===== src/rtl/tsq_pkg.sv =====
package tsq_pkg;
  localparam int PW = 16;
  localparam int B_PWR_MX = 0;
  localparam int B_PWR_PX = 1;
  localparam int B_PWR_MY = 2;
  localparam int B_PWR_PY = 3;
  localparam int B_GND_MX = 4;
  localparam int B_GND_PX = 5;
  localparam int B_GND_MY = 6;
  localparam int B_GND_PY = 7;
  localparam int MODE_LSB = 8;
  localparam int B_BIAS   = 11;

  localparam logic [1:0] MODE_DET  = 2'd0;
  localparam logic [1:0] MODE_PRES = 2'd1;
  localparam logic [1:0] MODE_POS  = 2'd2;

  localparam int CHW = 3;
  localparam logic [CHW-1:0] CH_PX = 3'd0;
  localparam logic [CHW-1:0] CH_PY = 3'd2;

  typedef enum logic [2:0] {
    WK_OFF, WK_X_SET, WK_X_POS, WK_Y_SET, WK_Y_POS, WK_PRESS, WK_DET
  } wkind_e;

  typedef enum logic [1:0] {PH_X, PH_Y, PH_P} phase_e;

  typedef enum logic [3:0] {
    S_IDLE, S_ADC_ON, S_WR_A, S_WR_B, S_WR_C, S_SETTLE, S_CONV, S_WAIT,
    S_ADC_OFF, S_WR_DET, S_POLL, S_CHECK, S_HOLD, S_STOP
  } state_e;
endpackage


===== src/rtl/tsq_word_sel.sv =====
module tsq_word_sel
  import tsq_pkg::*;
(
  input  wkind_e        kind_i,
  output logic [PW-1:0] word_o
);
  always_comb begin
    word_o = '0;
    unique case (kind_i)
      WK_X_SET, WK_X_POS: begin
        word_o[B_GND_MX] = 1'b1;
        word_o[B_PWR_PX] = 1'b1;
        word_o[B_BIAS]   = 1'b1;
        word_o[MODE_LSB +: 2] = (kind_i == WK_X_POS) ? MODE_POS : MODE_PRES;
      end
      WK_Y_SET, WK_Y_POS: begin
        word_o[B_GND_MY] = 1'b1;
        word_o[B_PWR_PY] = 1'b1;
        word_o[B_BIAS]   = 1'b1;
        word_o[MODE_LSB +: 2] = (kind_i == WK_Y_POS) ? MODE_POS : MODE_PRES;
      end
      WK_PRESS, WK_DET: begin
        word_o[B_PWR_MX] = 1'b1;
        word_o[B_PWR_PX] = 1'b1;
        word_o[B_GND_MY] = 1'b1;
        word_o[B_GND_PY] = 1'b1;
        word_o[B_BIAS]   = (kind_i == WK_PRESS);
        word_o[MODE_LSB +: 2] = (kind_i == WK_PRESS) ? MODE_PRES : MODE_DET;
      end
      default: word_o = '0;
    endcase
  end
endmodule


===== src/rtl/tsq_timer.sv =====
module tsq_timer #(
  parameter int CW = 8
) (
  input  logic          clk_i,
  input  logic          rst_ni,
  input  logic          load_i,
  input  logic [CW-1:0] val_i,
  output logic          zero_o
);
  logic [CW-1:0] cnt_q;

  always_ff @(posedge clk_i or negedge rst_ni) begin
    if (!rst_ni)             cnt_q <= '0;
    else if (load_i)         cnt_q <= val_i;
    else if (cnt_q != '0)    cnt_q <= cnt_q - 1'b1;
  end

  assign zero_o = (cnt_q == '0);

  AST_TMR_STAYS_ZERO: assert property (@(posedge clk_i) disable iff (!rst_ni)
    (!load_i && cnt_q == '0) |=> cnt_q == '0);
  AST_TMR_LOADS: assert property (@(posedge clk_i) disable iff (!rst_ni)
    load_i |=> cnt_q == $past(val_i));
endmodule


===== src/rtl/tsq_capture.sv =====
module tsq_capture
  import tsq_pkg::*;
#(
  parameter int DW = 10
) (
  input  logic          clk_i,
  input  logic          rst_ni,
  input  logic          cap_i,
  input  phase_e        phase_i,
  input  logic [DW-1:0] data_i,
  output logic [DW-1:0] x_o,
  output logic [DW-1:0] y_o,
  output logic [DW-1:0] p_o
);
  always_ff @(posedge clk_i or negedge rst_ni) begin
    if (!rst_ni) begin
      x_o <= '0;
      y_o <= '0;
      p_o <= '0;
    end else if (cap_i) begin
      unique case (phase_i)
        PH_X:    x_o <= data_i;
        PH_Y:    y_o <= data_i;
        default: p_o <= data_i;
      endcase
    end
  end
endmodule


===== src/rtl/tsq_scan_seq.sv =====
module tsq_scan_seq
  import tsq_pkg::*;
#(
  parameter int DW              = 10,
  parameter int SETTLE_POS_CYC  = 5500,
  parameter int SETTLE_PRES_CYC = 0,
  parameter int POLL_CYC        = 1000000
) (
  input  logic          clk_i,
  input  logic          rst_ni,
  input  logic          start_i,
  input  logic          stop_i,
  input  logic [1:0]    plate_low_i,
  output logic [15:0]   panel_word_o,
  output logic          panel_wr_o,
  output logic          adc_en_o,
  output logic          adc_start_o,
  output logic [2:0]    adc_ch_o,
  input  logic          adc_done_i,
  input  logic [DW-1:0] adc_data_i,
  output logic          pen_irq_en_o,
  output logic          evt_valid_o,
  output logic          evt_release_o,
  output logic [DW-1:0] evt_x_o,
  output logic [DW-1:0] evt_y_o,
  output logic [DW-1:0] evt_p_o
);
  localparam int MAX_A = (SETTLE_POS_CYC > SETTLE_PRES_CYC) ? SETTLE_POS_CYC : SETTLE_PRES_CYC;
  localparam int MAX_C = (MAX_A > POLL_CYC) ? MAX_A : POLL_CYC;
  localparam int CW    = $clog2(MAX_C + 1) + 1;
  localparam logic [CW-1:0] T_POS  = CW'(SETTLE_POS_CYC);
  localparam logic [CW-1:0] T_PRES = CW'(SETTLE_PRES_CYC);
  localparam logic [CW-1:0] T_POLL = CW'(POLL_CYC);

  state_e st_q, st_d;
  phase_e ph_q, ph_d;
  logic stop_pend_q, stop_req, stop_clr;
  logic active_q, act_d;
  logic en_d, irq_d, start_d, ev_d, rel_d;
  logic wr_en, tmr_load, tmr_zero, cap;
  logic [CW-1:0] tmr_val;
  wkind_e wr_kind;
  logic [PW-1:0] wr_word;
  logic [DW-1:0] cap_x, cap_y, cap_p;

  assign stop_req = stop_i | stop_pend_q;

  tsq_word_sel i_word_sel (.kind_i(wr_kind), .word_o(wr_word));

  tsq_timer #(.CW(CW)) i_timer (
    .clk_i, .rst_ni, .load_i(tmr_load), .val_i(tmr_val), .zero_o(tmr_zero)
  );

  tsq_capture #(.DW(DW)) i_capture (
    .clk_i, .rst_ni, .cap_i(cap), .phase_i(ph_q), .data_i(adc_data_i),
    .x_o(cap_x), .y_o(cap_y), .p_o(cap_p)
  );

  always_comb begin
    st_d = st_q; ph_d = ph_q;
    wr_en = 1'b0; wr_kind = WK_OFF;
    tmr_load = 1'b0; tmr_val = '0; cap = 1'b0;
    start_d = 1'b0; en_d = adc_en_o; irq_d = pen_irq_en_o;
    act_d = active_q; ev_d = 1'b0; rel_d = 1'b0; stop_clr = 1'b0;
    if (stop_req && st_q != S_WAIT && st_q != S_STOP) begin
      st_d = S_STOP;
    end else begin
      unique case (st_q)
        S_IDLE: if (start_i) st_d = S_ADC_ON;
        S_ADC_ON: begin
          en_d = 1'b1; irq_d = 1'b0; ph_d = PH_X; st_d = S_WR_A;
        end
        S_WR_A: begin
          wr_en = 1'b1;
          if (ph_q == PH_P) begin
            wr_kind = WK_PRESS; tmr_load = 1'b1; tmr_val = T_PRES; st_d = S_SETTLE;
          end else begin
            wr_kind = (ph_q == PH_X) ? WK_X_SET : WK_Y_SET; st_d = S_WR_B;
          end
        end
        S_WR_B: begin
          wr_en = 1'b1; wr_kind = (ph_q == PH_X) ? WK_X_SET : WK_Y_SET; st_d = S_WR_C;
        end
        S_WR_C: begin
          wr_en = 1'b1; wr_kind = (ph_q == PH_X) ? WK_X_POS : WK_Y_POS;
          tmr_load = 1'b1; tmr_val = T_POS; st_d = S_SETTLE;
        end
        S_SETTLE: if (tmr_zero) st_d = S_CONV;
        S_CONV: begin
          start_d = 1'b1; st_d = S_WAIT;
        end
        S_WAIT: if (adc_done_i) begin
          cap = 1'b1;
          unique case (ph_q)
            PH_X:    begin ph_d = PH_Y; st_d = S_WR_A; end
            PH_Y:    begin ph_d = PH_P; st_d = S_WR_A; end
            default: st_d = S_ADC_OFF;
          endcase
        end
        S_ADC_OFF: begin
          en_d = 1'b0; st_d = S_WR_DET;
        end
        S_WR_DET: begin
          wr_en = 1'b1; wr_kind = WK_DET;
          tmr_load = 1'b1; tmr_val = T_POLL; st_d = S_POLL;
        end
        S_POLL: if (tmr_zero) st_d = S_CHECK;
        S_CHECK: begin
          if (|plate_low_i) begin
            ev_d = active_q; rel_d = active_q;
            act_d = 1'b0; irq_d = 1'b1; st_d = S_IDLE;
          end else begin
            ev_d = 1'b1; act_d = 1'b1;
            tmr_load = 1'b1; tmr_val = T_POLL; st_d = S_HOLD;
          end
        end
        S_HOLD: if (tmr_zero) st_d = S_ADC_ON;
        S_STOP: begin
          en_d = 1'b0; irq_d = 1'b0;
          wr_en = 1'b1; wr_kind = WK_OFF;
          ev_d = active_q; rel_d = active_q;
          act_d = 1'b0; stop_clr = 1'b1; st_d = S_IDLE;
        end
        default: st_d = S_IDLE;
      endcase
    end
  end

  always_ff @(posedge clk_i or negedge rst_ni) begin
    if (!rst_ni) begin
      st_q <= S_IDLE; ph_q <= PH_X;
      stop_pend_q <= 1'b0; active_q <= 1'b0;
      panel_word_o <= '0; panel_wr_o <= 1'b0;
      adc_en_o <= 1'b0; adc_start_o <= 1'b0; adc_ch_o <= '0;
      pen_irq_en_o <= 1'b0;
      evt_valid_o <= 1'b0; evt_release_o <= 1'b0;
      evt_x_o <= '0; evt_y_o <= '0; evt_p_o <= '0;
    end else begin
      st_q <= st_d; ph_q <= ph_d; active_q <= act_d;
      if (stop_clr)    stop_pend_q <= 1'b0;
      else if (stop_i) stop_pend_q <= 1'b1;
      panel_wr_o <= wr_en;
      if (wr_en) panel_word_o <= wr_word;
      adc_en_o <= en_d;
      adc_start_o <= start_d;
      if (start_d) adc_ch_o <= (ph_q == PH_Y) ? CH_PX : CH_PY;
      pen_irq_en_o <= irq_d;
      evt_valid_o <= ev_d;
      evt_release_o <= rel_d;
      if (ev_d) begin
        evt_x_o <= rel_d ? '0 : cap_x;
        evt_y_o <= rel_d ? '0 : cap_y;
        evt_p_o <= rel_d ? '0 : cap_p;
      end
    end
  end

  AST_EVT_ONE_CYCLE: assert property (@(posedge clk_i) disable iff (!rst_ni)
    evt_valid_o |=> !evt_valid_o);
  AST_REL_NO_PRESSURE: assert property (@(posedge clk_i) disable iff (!rst_ni)
    (evt_valid_o && evt_release_o) |-> evt_p_o == '0);
  AST_START_ADC_ON: assert property (@(posedge clk_i) disable iff (!rst_ni)
    adc_start_o |-> adc_en_o);
  AST_CONV_BIASED: assert property (@(posedge clk_i) disable iff (!rst_ni)
    adc_start_o |-> panel_word_o[B_BIAS]);
  AST_DET_WORD_ADC_OFF: assert property (@(posedge clk_i) disable iff (!rst_ni)
    (panel_wr_o && panel_word_o == 16'h00C3) |-> !adc_en_o);
  AST_ARMED_IDLE: assert property (@(posedge clk_i) disable iff (!rst_ni)
    pen_irq_en_o |-> !adc_en_o);
  AST_STOP_CLEARS: assert property (@(posedge clk_i) disable iff (!rst_ni)
    (panel_wr_o && panel_word_o == '0) |-> (!adc_en_o && !pen_irq_en_o));
endmodule


===== config.mk =====
export PLATFORM = sky130hd
export DESIGN_NAME = tsq_scan_seq
export DESIGN_NICKNAME = d
export VERILOG_FILES = /design/src/rtl/tsq_pkg.sv /design/src/rtl/tsq_word_sel.sv /design/src/rtl/tsq_timer.sv /design/src/rtl/tsq_capture.sv /design/src/rtl/tsq_scan_seq.sv
export SDC_FILE = /design/constraint.sdc
export NUM_CORES = 1
export LEC_CHECK = 0
export BUFFER_PORTS_ARGS = -buffer_cell sky130_fd_sc_hd__clkbuf_2
export CORE_UTILIZATION = 55
export DETAILED_ROUTE_END_ITERATION = 16
export GPL_TIMING_DRIVEN = 1
export PLACE_DENSITY = 0.74
export REMOVE_ABC_BUFFERS = 1
export SLEW_MARGIN = 15
export SYNTH_ARGS = -nofsm -noshare
export SYNTH_HDL_FRONTEND = slang
export SYNTH_SLANG_ARGS = --single-unit

===== constraint.sdc =====
create_clock -name clk_i -period 3.6 [get_ports clk_i]
set_input_delay 0.18 -clock clk_i [delete_from_list [all_inputs] [get_ports clk_i]]
set_output_delay 0.18 -clock clk_i [all_outputs]
set_load 0.03 [all_outputs]

==> flow_summary.json <==
{
  "grt_pass1_vias": 3497,
  "skew_ps": 16.90,
  "cts_max_level": 3,
  "cts_made_buffers": 9,
  "wl_per_cell_microns": 16.91,
  "status": "finished, final reports clean",
  "required_ps": 3910,
  "root_buffer": "clkbuf_8",
  "drive_above_1_share": 0.2724,
  "ys_warn_count": 0,
  "cts_hold_buf": 1,
  "startpoint": "st_q[3]",
  "r2r_cells": 9,
  "drt-initial-drc-count": 251,
  "netlist_top_cells_count": "dfrtp_1, mux2_2, a22o_1, nor2_1, o21ai_0",
  "synth_top_area_cell": "dfrtp_1",
  "ys_types": 66,
  "grt_overflow_total": 0,
  "max_freq_mhz": 320.3,
  "timing.rr.start": "st_q[3]",
  "pin_count": 72,
  "crit_path_end_kind": "flop",
  "switching_share": 0.4120,
  "worstMarginPinSlew_ps": 944.1,
  "clkLatencyLatePin_ps": 370,
  "start_util": 0.5662,
  "synth_area_leaders": "dfrtp_1, mux2_2, a22o_1, xnor2_1, nor2_1",
  "final_nets": 521,
  "r2r_end": "panel_word_o[11]",
  "cts.sinks": 104,
  "hold_violations": 0,
  "pwr-share-clk": 0.187,
  "dr_total_vias": 3614,
  "p_switching_mw": 1.721,
  "grt_use_total": 0.2381,
  "die_w_microns": 96.52,
  "synth_top_cell_area_share": 0.5297,
  "die-area_sq_um": 9315,
  "std_cell_rows": 34,
  "rsz0062_at_grt": "no",
  "cp_slowest_stage_delay_ps": 600,
  "worst_ep_arrival_time_ps": 3430,
  "synth_area_sq_um": 4913,
  "slew_headroom": 0.3620,
  "drt_first_pass_iters": 5,
  "setup_ws_ps": 477.8,
  "die-height_microns": 96.52,
  "ys_seq_area_frac": 0.5297,
  "areaGrowthSynthToFinish_pct": 12.27,
  "async_reset_ff_frac": 1.000,
  "synth.avg_cell_area_sq_um": 11.12,
  "rrSetupSlack_ps": 480,
  "clk_pin_slew_ps": 110,
  "placed_area_sq_um": 5286,
  "port_buffers": 62,
  "vias_per_cell": 5.915,
  "synth_edf_count": 0,
  "min_period_over_period": 0.8673,
  "cp-start-kind": "flop",
  "dp_hpwl_microns": 7050,
  "crit_path_end": "panel_word_o[11]",
  "synth-seq-cells": 104,
  "worstSetupPathType": "reg2reg",
  "maxSlewViolCount": 0,
  "critPathMaxFanout": 20,
  "post-route-util": 0.6357,
  "ant_nets": 0,
  "holdWs_ps": 60.51,
  "cts_buffer_depth": 2,
  "powerDensity_nw_per_um2": 757.2,
  "path_common_cell": "nor3_1",
  "synthFlopType": "dfrtp_1",
  "ir_worst_vdd_v": 0.0004717,
  "slowest_stage": "dfrtp_1",
  "p_seq_frac": 0.423,
  "maxCapViolCount": 0,
  "hp-start": "adc_data_i[6]",
  "diodes": 0,
  "cts_post_setup_buffers_inserted": 0,
  "cts_tree": "done",
  "hp-class": "in2reg",
  "wirelength_microns": 10330,
  "p_int_mw": 2.456,
  "core_sq_um": 8678,
  "setup_viol": 0,
  "dp_slack_ps": 523.4,
  "antenna_found_initial": 0,
  "fin_tns_setup_ps": 0,
  "p_leak_nw": 2.633,
  "synthCells": 442,
  "crit_chain": "nand2b_1 > nor3_1 > a2bb2oi_1 > a2111oi_0 > ha_1 > nor3_1 > a221oi_1 > a31oi_1 > a21oi_1",
  "comb_power_share": 0.391,
  "yosys.cell_count.top_type": "dfrtp_1",
  "grt_pass1_wl_microns": 16750,
  "route.detailed.drc": 0,
  "period_minus_slack_ps": 3122,
  "grt_max_degree": 42,
  "fin_area_sq_um": 5517,
  "gp_congestion": 0.9108,
  "cts_resized": 0
}
[area by class of cell]
cell class | instances | area [sq um]
fillers | 723 | 3162
flip-flops and latches | 104 | 2603
multi-input cells | 299 | 2120
repair buffers | 73 | 397.9
well taps | 108 | 135.1
clock buffers | 9 | 123.9
clock inverters | 7 | 96.34
inverters | 11 | 41.29
[state kept, by name, summed over array words and instances (netlist names)]
| name | count |
|---|---|
| st_q | 4 |
| evt_x_o | 10 |
| i_timer.cnt_q | 21 |
| evt_y_o | 10 |
| active_q | 1 |
| adc_en_o | 1 |
| evt_p_o | 10 |
| ph_q | 2 |
| evt_valid_o | 1 |
| panel_wr_o | 1 |
| stop_pend_q | 1 |
| pen_irq_en_o | 1 |
| evt_release_o | 1 |
| i_capture.p_o | 10 |
| i_capture.x_o | 10 |
| i_capture.y_o | 10 |
| adc_ch_o | 1 |
| panel_word_o | 8 |
| adc_start_o | 1 |
[logic make-up (layout without fill, tap and decap cells)]
| family | after synthesis | count (layout) | synth area share |
|---|---|---|---|
| compound gates | 112 | 112 | 0.1630 |
| xor+xnor | 20 | 20 | 0.03565 |
| fa+ha+maj | 6 | 6 | 0.01528 |
| buf+inv | 47 | 100 | 0.04634 |
| flops | 104 | 104 | 0.5297 |
| mux | 34 | 34 | 0.07741 |
| other cells | 1 | 9 | 0.0007632 |
| simple gates | 118 | 118 | 0.1319 |
[stage by stage]
| stage | power (mW) | instances |
|---|---|---|
| after floorplan | 2.915 | 414 |
| after global placement | 3.345 | 594 |
| after detailed placement | 3.404 | 594 |
| after CTS | 4.191 | 611 |
| after global routing | 4.448 | 611 |
| final | 4.177 | 611 |
[worst max-delay path: cells and delay by family (launching register included)]
kind                     cells  cell delay [ps]
AO/OA/AOI/OAI                5             1320
AND/OR/NAND/NOR              3              760
flip-flops                   1              600
adder cells (fa/ha/maj)      1              360
[how the worst min path moves through the flow]
stage / endpoint / slack, ps / cells past startpoint
final: i_capture.p_o[6] / 60 / 2
after global routing: i_capture.y_o[5] / 50 / 2
after CTS: i_capture.p_o[6] / 50 / 2
after detailed placement: i_timer.cnt_q[12] / 170 / 1
after global placement: i_timer.cnt_q[12] / 160 / 1
after floorplan: active_q / -120 / 0
[power by group through the flow]
stage / Sequential, mW / Combinational [mW] / Clock (mW)
after floorplan: 1.98 / 0.936 / 0
after global placement: 1.76 / 1.58 / 0
after detailed placement: 1.78 / 1.62 / 0
after CTS: 1.76 / 1.63 / 0.799
after global routing: 1.81 / 1.80 / 0.836
final: 1.77 / 1.63 / 0.780
[cell usage in the layout (no fill, tap or decap), types with 3 or more instances in the layout]
master / Yosys / final
nor4_1: 8 / 8
nor2b_1: 5 / 5
nand2_1: 18 / 18
nand3_1: 3 / 3
mux2_2: 32 / 32
o211ai_1: 3 / 3
nand2b_1: 6 / 6
dfrtp_1: 104 / 104
or2_2: 5 / 5
o21ai_0: 21 / 21
nor3_1: 16 / 16
ha_1: 6 / 6
clkbuf_8: 0 / 9
nor2_1: 30 / 29
a211oi_1: 3 / 3
inv_1: 11 / 11
a21oi_1: 18 / 18
buf_4: 10 / 11
a31oi_1: 6 / 6
clkbuf_2: 0 / 61
a22o_1: 31 / 31
xnor2_1: 13 / 13
xor2_1: 7 / 7
or3_1: 7 / 7
conb_1: 1 / 9
[metal layers]
metal | up-vias | share of wire | GRT usage
met5 | - | 0 | 0
met4 | 0 | 0.014 | 0.07108
met3 | 16 | 0.050 | 0.06025
met2 | 101 | 0.49 | 0.3809
met1 | 1799 | 0.45 | 0.3209
li1 | 1698 | - | -
Power figures use the tool's default switching activity.
